<file path="src/rtl/bfc_pkg.sv">
package bfc_pkg;
  localparam int unsigned STAT_W   = 4;
  localparam int unsigned CAUSE_W  = 3;
  localparam int unsigned BIT_SIZE = 0;
  localparam int unsigned BIT_PROT = 1;
  localparam int unsigned BIT_RSVD = 2;
  localparam int unsigned BIT_MISS = 3;
  localparam int unsigned BLK_SHIFT = 12;
  localparam int unsigned OFS_W    = 12;

  typedef enum logic [1:0] {
    SZ_BYTE = 2'd0,
    SZ_HALF = 2'd1,
    SZ_WORD = 2'd2,
    SZ_BAD  = 2'd3
  } acc_size_e;

  typedef struct packed {
    logic flash_rsvd;
    logic ram_rsvd;
    logic prot_ram;
    logic apb_hit;
    logic apb_sys;
    logic apb_rsvd;
    logic ahb_sys;
    logic stat_hit;
  } map_hit_t;
endpackage

</file>
<file path="src/rtl/bfc_decode.sv">
module bfc_decode
  import bfc_pkg::*;
#(
  parameter logic [31:0] FLASH_BASE  = 32'h0800_0000,
  parameter logic [31:0] FLASH_WIN   = 32'h0800_0000,
  parameter logic [31:0] FLASH_SIZE  = 32'h0002_0000,
  parameter logic [31:0] RAM_BASE    = 32'h2000_0000,
  parameter logic [31:0] RAM_WIN     = 32'h1000_0000,
  parameter logic [31:0] RAM_SIZE    = 32'h0000_4000,
  parameter logic [31:0] PROT_BASE   = 32'h2000_3000,
  parameter logic [31:0] PROT_SIZE   = 32'h0000_1000,
  parameter logic [31:0] PERIPH_BASE = 32'h4000_0000,
  parameter int unsigned WIN_BLKS    = 16,
  parameter int unsigned NUM_BLK     = 4,
  parameter logic [NUM_BLK*OFS_W-1:0] LAST_OFS = {12'h100, 12'h3FC, 12'h07C, 12'h020},
  parameter logic [NUM_BLK-1:0] SYS_MASK = 4'b0010,
  parameter logic [31:0] SYS_BASE    = 32'hE000_0000,
  parameter logic [31:0] SYS_SIZE    = 32'h0000_1000,
  parameter logic [31:0] STAT_ADDR   = 32'h4000_3800
) (
  input  logic [31:0] addr_i,
  output map_hit_t    hit_o
);
  localparam int unsigned IDX_W = $clog2(WIN_BLKS);
  localparam int unsigned TOP_LO = BLK_SHIFT + IDX_W;
  localparam logic [31:0] FLASH_END = FLASH_BASE + FLASH_WIN;
  localparam logic [31:0] FLASH_TOP = FLASH_BASE + FLASH_SIZE;
  localparam logic [31:0] RAM_END   = RAM_BASE + RAM_WIN;
  localparam logic [31:0] RAM_TOP   = RAM_BASE + RAM_SIZE;
  localparam logic [31:0] PROT_END  = PROT_BASE + PROT_SIZE;
  localparam logic [31:0] SYS_END   = SYS_BASE + SYS_SIZE;

  logic             in_flash, in_ram, in_periph;
  logic [IDX_W-1:0] blk_idx;
  logic [OFS_W-1:0] blk_ofs;
  logic [NUM_BLK-1:0] blk_hit, blk_over;

  assign in_flash  = (addr_i >= FLASH_BASE) && (addr_i < FLASH_END);
  assign in_ram    = (addr_i >= RAM_BASE) && (addr_i < RAM_END);
  assign in_periph = addr_i[31:TOP_LO] == PERIPH_BASE[31:TOP_LO];
  assign blk_idx   = addr_i[BLK_SHIFT +: IDX_W];
  assign blk_ofs   = addr_i[OFS_W-1:0];

  for (genvar b = 0; b < NUM_BLK; b++) begin : g_blk
    assign blk_hit[b]  = in_periph && (blk_idx == IDX_W'(b));
    assign blk_over[b] = blk_hit[b] && (blk_ofs > LAST_OFS[b*OFS_W +: OFS_W]);
  end

  always_comb begin
    hit_o            = '0;
    hit_o.flash_rsvd = in_flash && (addr_i >= FLASH_TOP);
    hit_o.ram_rsvd   = in_ram && (addr_i >= RAM_TOP);
    hit_o.prot_ram   = (addr_i >= PROT_BASE) && (addr_i < PROT_END);
    hit_o.apb_hit    = in_periph;
    hit_o.apb_sys    = |(blk_hit & SYS_MASK);
    hit_o.apb_rsvd   = (|blk_over) || (in_periph && (32'(blk_idx) >= NUM_BLK));
    hit_o.ahb_sys    = (addr_i >= SYS_BASE) && (addr_i < SYS_END);
    hit_o.stat_hit   = addr_i == STAT_ADDR;
  end
endmodule

</file>
<file path="config.mk">
export PLATFORM = sky130hd
export DESIGN_NAME = bfc_decode
export DESIGN_NICKNAME = d
export VERILOG_FILES = /design/src/rtl/bfc_pkg.sv /design/src/rtl/bfc_decode.sv
export SDC_FILE = /design/constraint.sdc
export NUM_CORES = 1
export LEC_CHECK = 0
export BUFFER_PORTS_ARGS = -buffer_cell sky130_fd_sc_hd__buf_4
export CORE_AREA = 2 2 39 41
export DETAILED_ROUTE_END_ITERATION = 7
export DIE_AREA = 0 0 41 43
export SLEW_MARGIN = 10
export SYNTH_ARGS = -nofsm -noshare
export SYNTH_HDL_FRONTEND = slang
export SYNTH_SLANG_ARGS = --single-unit
</file>
<file path="constraint.sdc">
create_clock -name vclk -period 1.85
set_input_delay 0.2775 -clock vclk [all_inputs]
set_output_delay 0.2775 -clock vclk [all_outputs]
set_load 0.005 [all_outputs]
</file>
==> results of run 1 <==
==> power breakdown <==
part / switching [W] / leakage (nW) / internal, W
clock network: 0 / 0 / 0
registers: 0 / 0 / 0
logic: 0.0000387 / 0.323 / 0.0000685
total: 0.0000387 / 0.323 / 0.0000685
==> cells by family after synthesis <==
| kind of cell | after synthesis |
|---|---|
| AOI/OAI and AO/OA | 8 |
| buffers and inverters | 2 |
| and+or+nand+nor | 37 |
==> per-layer routing <==
| layer | routed length (um) | vias up |
|---|---|---|
| met2 | 638 | 35 |
| met4 | 0 | 0 |
| met1 | 426 | 237 |
| met3 | 178 | 0 |
| li1 | - | 285 |
| met5 | 0 | - |
==> synthesized netlist by cell type (2+ instances only) <==
library cell	n	area, um^2
nor2_1	7	26.3
nor3_1	5	25.0
nand2_1	3	11.3
nand3_1	3	15.0
or3_1	3	18.8
a21oi_1	2	10.0
or4_1	2	15.0
==> final timing paths <==
| path | slack (ns) | to | start |
|---|---|---|---|
| max | -0.18 | hit_o[3] | addr_i[21] |
| min | 0.81 | hit_o[0] | addr_i[14] |
==> worst max-delay path: cells and delay by family <==
| kind | cells | cell delay (ns) |
|---|---|---|
| buffers and inverters | 2 | 0.18 |
| AND/OR/NAND/NOR | 4 | 1.30 |
==> through the flow <==
| stage | setup TNS, ns | cells | util (%) |
|---|---|---|---|
| 2_1_floorplan | 0 | 47 | - |
| 4_1_cts | -0.972 | 110 | 50.5 |
| 5_1_grt | -1.25 | 110 | 51.7 |
| 3_3_place_gp | -0.775 | 109 | 49.2 |
| 6_report | -0.765 | 110 | 51.7 |
| 3_5_place_dp | -0.957 | 109 | 49.2 |
==> what timing repair did <==
| item | 4_1_cts | 5_1_grt |
|---|---|---|
| setup buffers | 1 | 0 |
| hold endpoints to repair | 0 | 0 |
| gates resized for setup | 3 | 4 |
| setup endpoints to repair | 6 | 6 |
| pin swaps | 5 | 3 |
==> area by class of cell <==
class                      instances  area share, %
inverter                           1          0.524
tap                               16           2.80
timing repair buffer              48           51.9
multi-input combinational         45           44.8
==> flow_summary.toml, run 1 <==
[cells_and_area]
multi_input_area_um2 = 320
final_area_um2 = 716
register_area_um2 = 0
layout-drive-gt1-share_pct = 60.6
design.seq.count = 0
syn_to_final_growth_pct = 127
antenna_cells = 0
final.fill_count = 134
layout_common_cells = "buf_4 (45), nor2_1 (7), nor3_1 (4)"
fin_nets = 128
nClkBuffers = 0
final_common_cell = "buf_4"

[routing]
totalWireLength_um = 1240
wire_per_inst_um = 11.3
first_pass_iters = 1
vias = 557
ant_nets = 0
viasPerCell = 5.06
drc_errors = 0
initialDrtViolationCount = 0

[worst_setup_path]
cp_max_fo = 4
cp_common_cell = "buf_6"
end_kind = "primary output"
crit_chain = "buf_6, or4_4, nor4_4, nand3_2, and3b_2, buf_6"
cp-start-kind = "input pin"
crit_required_ns = 1.57
crit_path_top_delay_cell = "or4_4"
critPathArrivalTime_ns = 1.76
max_stage_delay_ns = 0.54
path_class = "input pin to primary output"

[sta]
fin_ws_ns = -0.183
drv_slew = 0
rsz0062_at_grt = "yes"
min_period_ns = 2.03
setup_viol = 6
max_clock_freq_mhz = 492
relSlewSlack_pct = 75.2
worstMarginPinSlew_ns = 0.371
hold_viol = 0
hold_slack_ns = 0.813
post-route-period-util_pct = 110

[yosys]
syn-num-nets = 79
synth_top_family_by_area = "simple AND/OR/NAND/NOR gates"
synth_adder_area_share_pct = 0
syn-cell-area_um2 = 315
syn_area_per_cell_um2 = 6.71
synth_cells = 47
ys_warn_count = 0
synth.area.mux_share_pct = 0
synth-xor-area-share_pct = 0
synth_compound_area_share_pct = 17.5
synth_simple_gate_area_share_pct = 79.0
ys_seq_area_share_pct = 0
yosysUniqueCellTypes = 29

[placed_design]
dpl_cell_area_um2 = 681
dpl.hpwl_um = 1110
gp_congestion = 0.683
post-place-ws_ns = -0.234
port_buffers = 40

[grt]
grt_start_max_net_pins = 8
antenna_found_initial = 0
grt_pass1_wl_um = 1770
grt.busiest_layer = "met2"
use_met1_pct = 13.6
overflow = 0
met3_usage_pct = 2.09
track_usage_pct = 13.6
use_met2_pct = 27.8
grt_pass1_vias = 488

[floorplan]
dieArea_mm2 = 0.00176
core_area_mm2 = 0.00138
die_w_um = 41
num_rows = 14
start_util_pct = 22.8
die_h_um = 43
io_pins = 40

[worst_hold_path]
min_path_type = "input pin to primary output"
hold_depth = 3

[job]
drv_cap = 0

[pwr]
p_per_area_mw_per_mm2 = 150
ir_drop_mv = 0.0567
p_total_w = 0.000107
leakage_nw = 0.323

[run_status]
outcome = "finished with violations"
violations = "negative setup slack"

[clock_network]
hold_buffers = 0
No activity file was read; power rests on OpenSTA's default activity.
==> run 2: changes to the inputs <==
ABC_AREA = 1   (was default)
CORE_AREA = default   (was 2 2 39 41)
CORE_UTILIZATION = 38   (was default)
DIE_AREA = default   (was 0 0 41 43)
PLACE_DENSITY = 0.92   (was default)
==> flow_summary.toml, run 2 <==
[cells_and_area]
multi_input_area_um2 = 442
final_area_um2 = 836
design.seq.count = 0
layout-drive-gt1-share_pct = 35.8
final_common_cell = "buf_4"
final.fill_count = 133
register_area_um2 = 0
syn_to_final_growth_pct = 59.4
nClkBuffers = 0
fin_nets = 182
layout_common_cells = "buf_4 (40), nand2_1 (31), nor2_1 (25)"
antenna_cells = 0

[yosys]
yosysMostFrequentCell = "nand2_1"
syn-cell-area_um2 = 524
yosysTopAreaCellShare_pct = 22.2
yosysUniqueCellTypes = 20
syn-num-nets = 141
synth_largest_area_cell = "nand2_1"
ys_seq_area_share_pct = 0
synth_area_leaders = "nand2_1 (22%), nor2_1 (18%), inv_1 (14%), nand3_1 (9.5%), nor3_4 (6.2%)"
ys_warn_count = 0
syn_area_per_cell_um2 = 4.81
synth_cells = 109
synthTopCellsByCount = "nand2_1 (31), nor2_1 (25), inv_1 (20), nand3_1 (10), nor2_2 (5)"

[floorplan]
core_area_mm2 = 0.00128
die_h_um = 39.1
num_rows = 13
die_w_um = 39.1
start_util_pct = 40.8
io_pins = 40
dieArea_mm2 = 0.00153

[sta]
setup_viol = 0
post-route-period-util_pct = 80.8
min_period_ns = 1.50
hold_viol = 0
worstMarginPinSlew_ns = 0.345
max_clock_freq_mhz = 669
drv_slew = 0
fin_ws_ns = 0.354
setup_tns_ns = 0
relSlewSlack_pct = 76.9
rsz0062_at_grt = "no"

[run_status]
outcome = "completed"

[routing]
vias = 788
totalWireLength_um = 1600
wire_per_inst_um = 9.80
first_pass_iters = 4
viasPerCell = 4.83
initialDrtViolationCount = 20
drc_errors = 0
ant_nets = 0

[job]
drv_cap = 0

[grt]
grt_pass1_vias = 623
antenna_found_initial = 0
grt_start_max_net_pins = 7
grt_pass1_wl_um = 2380
overflow = 0
track_usage_pct = 21.2

[worst_setup_path]
critPathArrivalTime_ns = 1.22
cp_max_fo = 4
crit_chain = "buf_4, inv_1, nand2_1, nor2_2, nand2_2, nor2_4, nand2_4, nor4_4, buf_4"
end_kind = "primary output"
crit_path_top_delay_cell = "nor2_2"
path_class = "input pin to primary output"
max_stage_delay_ns = 0.15
crit_required_ns = 1.57
cp-start-kind = "input pin"
cp_common_cell = "buf_4"

[placed_design]
dpl.hpwl_um = 1430
post-place-ws_ns = 0.358
port_buffers = 40
dpl_cell_area_um2 = 836
gp_congestion = 0.844

[clock_network]
cts_post_setup_buffers_inserted = 0
cts_resized = 0
hold_buffers = 0

[worst_hold_path]
min_path_type = "input pin to primary output"

[pwr]
p_per_area_mw_per_mm2 = 152
leakage_nw = 0.472
ir_drop_mv = 0.0749
==> run 2: critical path: cells and delay by family <==
family | cells | cell delay [ns]
buffers and inverters | 3 | 0.30
AND/OR/NAND/NOR | 6 | 0.63
==> run 2: routing by layer <==
layer	global-route usage, %	vias up	part of all wire (%)
li1	-	415	-
met1	27.4	343	41
met2	40.8	30	52
met3	0	0	6.6
met4	0	0	0
met5	0	-	0
==> run 2: logic make-up (layout without fill, tap and decap cells) <==
logic type | count (synthesis) | after routing | synth area share (%)
AND/OR/NAND/NOR | 83 | 83 | 78.5
buffers and inverters | 21 | 60 | 15.8
AO/OA/AOI/OAI | 5 | 5 | 5.73
==> run 2: report_power, final <==
part           leakage, nW  internal, W  switching (W)  total, W
sequential               0            0              0         0
clock                    0            0              0         0
combinational        0.472    0.0000647      0.0000620  0.000127
==> run 2: final cells by class <==
cell class	instances	share of cell area [%]
multi-input combinational	88	52.8
timing repair buffer	40	35.9
tap	15	2.25
inverter	20	8.98
==> run 2: through the flow <==
step / total power [W] / cells / util [%] / hold slack (ns)
floorplan: 0.0000485 / 109 / - / 0.588
global placement: 0.000121 / 163 / 65.0 / 0.843
detailed placement: 0.000126 / 163 / 65.0 / 0.845
CTS: 0.000126 / 163 / 65.0 / 0.845
global route: 0.000140 / 163 / 65.0 / 0.861
finish: 0.000127 / 163 / 65.0 / 0.847
==> run 2: path summary, 6_finish.rpt <==
| path | from | end | slack, ns | cells after the start |
|---|---|---|---|---|
| setup / recovery | addr_i[22] | hit_o[1] | 0.35 | 9 |
| hold / removal | addr_i[29] | hit_o[5] | 0.85 | 3 |
==> run 3: changes to the inputs <==
ABC_AREA = 0   (was 1)
CORE_AREA = 2 2 39 41   (was default)
CORE_UTILIZATION = default   (was 38)
DIE_AREA = 0 0 41 43   (was default)
PLACE_DENSITY = 0.75   (was 0.92)
clock period = 1.5 ns   (was 1.85 ns; I/O delays follow)
==> flow_summary.toml, run 3 (synthesis results as in run 1) <==
[worst_setup_path]
crit_required_ns = 1.27
critPathArrivalTime_ns = 1.73
end_kind = "primary output"
cp-start-kind = "input pin"
cp_max_fo = 4
path_class = "input pin to primary output"

[cells_and_area]
fin_nets = 130
layout-drive-gt1-share_pct = 61.5
final_area_um2 = 732
layout_common_cells = "buf_4 (47), nor2_1 (7), nor3_1 (4)"
design.seq.count = 0
antenna_cells = 0
final_common_cell = "buf_4"
syn_to_final_growth_pct = 132
register_area_um2 = 0
nClkBuffers = 0

[routing]
totalWireLength_um = 1320
vias = 577
wire_per_inst_um = 11.8
drc_errors = 0
viasPerCell = 5.15
ant_nets = 0
first_pass_iters = 3
initialDrtViolationCount = 3

[floorplan]
dieArea_mm2 = 0.00176
die_h_um = 43
die_w_um = 41
start_util_pct = 22.8
io_pins = 40
core_area_mm2 = 0.00138
num_rows = 14

[grt]
grt_start_max_net_pins = 7
antenna_found_initial = 0
overflow = 0
grt_pass1_wl_um = 2060
track_usage_pct = 15.7
grt_pass1_vias = 566

[pwr]
p_per_area_mw_per_mm2 = 181
leakage_nw = 0.331
ir_drop_mv = 0.0729
p_total_w = 0.000132

[sta]
setup_viol = 7
hold_viol = 0
max_clock_freq_mhz = 512
rsz0062_at_grt = "yes"
post-route-period-util_pct = 130
worstMarginPinSlew_ns = 0.386
drv_slew = 0
min_period_ns = 1.95
relSlewSlack_pct = 74.2
fin_ws_ns = -0.454

[clock_network]
hold_buffers = 0

[job]
drv_cap = 0

[worst_hold_path]
hold_depth = 3
min_path_type = "input pin to primary output"
min_to = "hit_o[0]"
hold_start = "addr_i[14]"

[placed_design]
port_buffers = 40
dpl_cell_area_um2 = 693
dpl.hpwl_um = 1140
gp_congestion = 0.735

[run_status]
outcome = "finished with violations"
violations = "negative setup slack"
[run 3: cell count changes in the layout (fill, tap and decap cells not counted), sizes merged, moves of 2 or more]
cell | before | now
nor2 | 31 | 7
inv | 20 | 1
nor3 | 3 | 5
nand3 | 10 | 4
or4 | 0 | 3
or3 | 0 | 3
nand2 | 34 | 3
buf | 40 | 50
[run 3: routing by layer]
layer	routed length, um	track usage (%)	part of all wire, %
met2	696	32.5	53
met3	153	2.09	12
met4	0	0	0
met1	472	15.5	36
met5	0	0	0
[run 3: through the flow]
| stage | worst slack (ns) | util (%) | hold WS, ns | cells | TNS, ns |
|---|---|---|---|---|---|
| floorplan | -0.182 | - | 0.474 | 47 | -0.774 |
| global route | -0.555 | 52.9 | 0.722 | 112 | -3.39 |
| CTS | -0.454 | 52.6 | 0.711 | 112 | -2.63 |
| global placement | -0.450 | 50.1 | 0.705 | 110 | -2.49 |
| finish | -0.454 | 52.9 | 0.709 | 112 | -2.65 |
| detailed placement | -0.472 | 50.1 | 0.709 | 110 | -2.65 |
[run 3: worst max-delay path by stage]
stage / end / startpoint / slack (ns)
after global placement: hit_o[0] / addr_i[20] / -0.45
after CTS: hit_o[0] / addr_i[20] / -0.45
after detailed placement: hit_o[0] / addr_i[20] / -0.47
after global routing: hit_o[0] / addr_i[20] / -0.56
final: hit_o[0] / addr_i[20] / -0.45
after floorplan: hit_o[3] / addr_i[20] / -0.18
[run 3: power breakdown]
group / switching, W / internal [W]
combinational: 0.0000483 / 0.0000842
sequential: 0 / 0
clock: 0 / 0
total: 0.0000483 / 0.0000842
[run 3: layout make-up]
type,instances,area (um^2)
fillers,144,652
multi-input cells,45,322
repair buffers,50,387
well taps,16,20.0
inverters,1,3.75
[run 3: timing repair]
action,in CTS,in global routing
setup endpoints to repair,8,8
setup buffers,2,0
gates resized for setup,5,1
pin swaps,2,0
[run 3: worst max-delay path: stages]
cell and delay [ns]:
buf_6 0.09, or4_4 0.54, nor4_4 0.32, nand3_2 0.17, nor4_2 0.23, buf_4 0.15
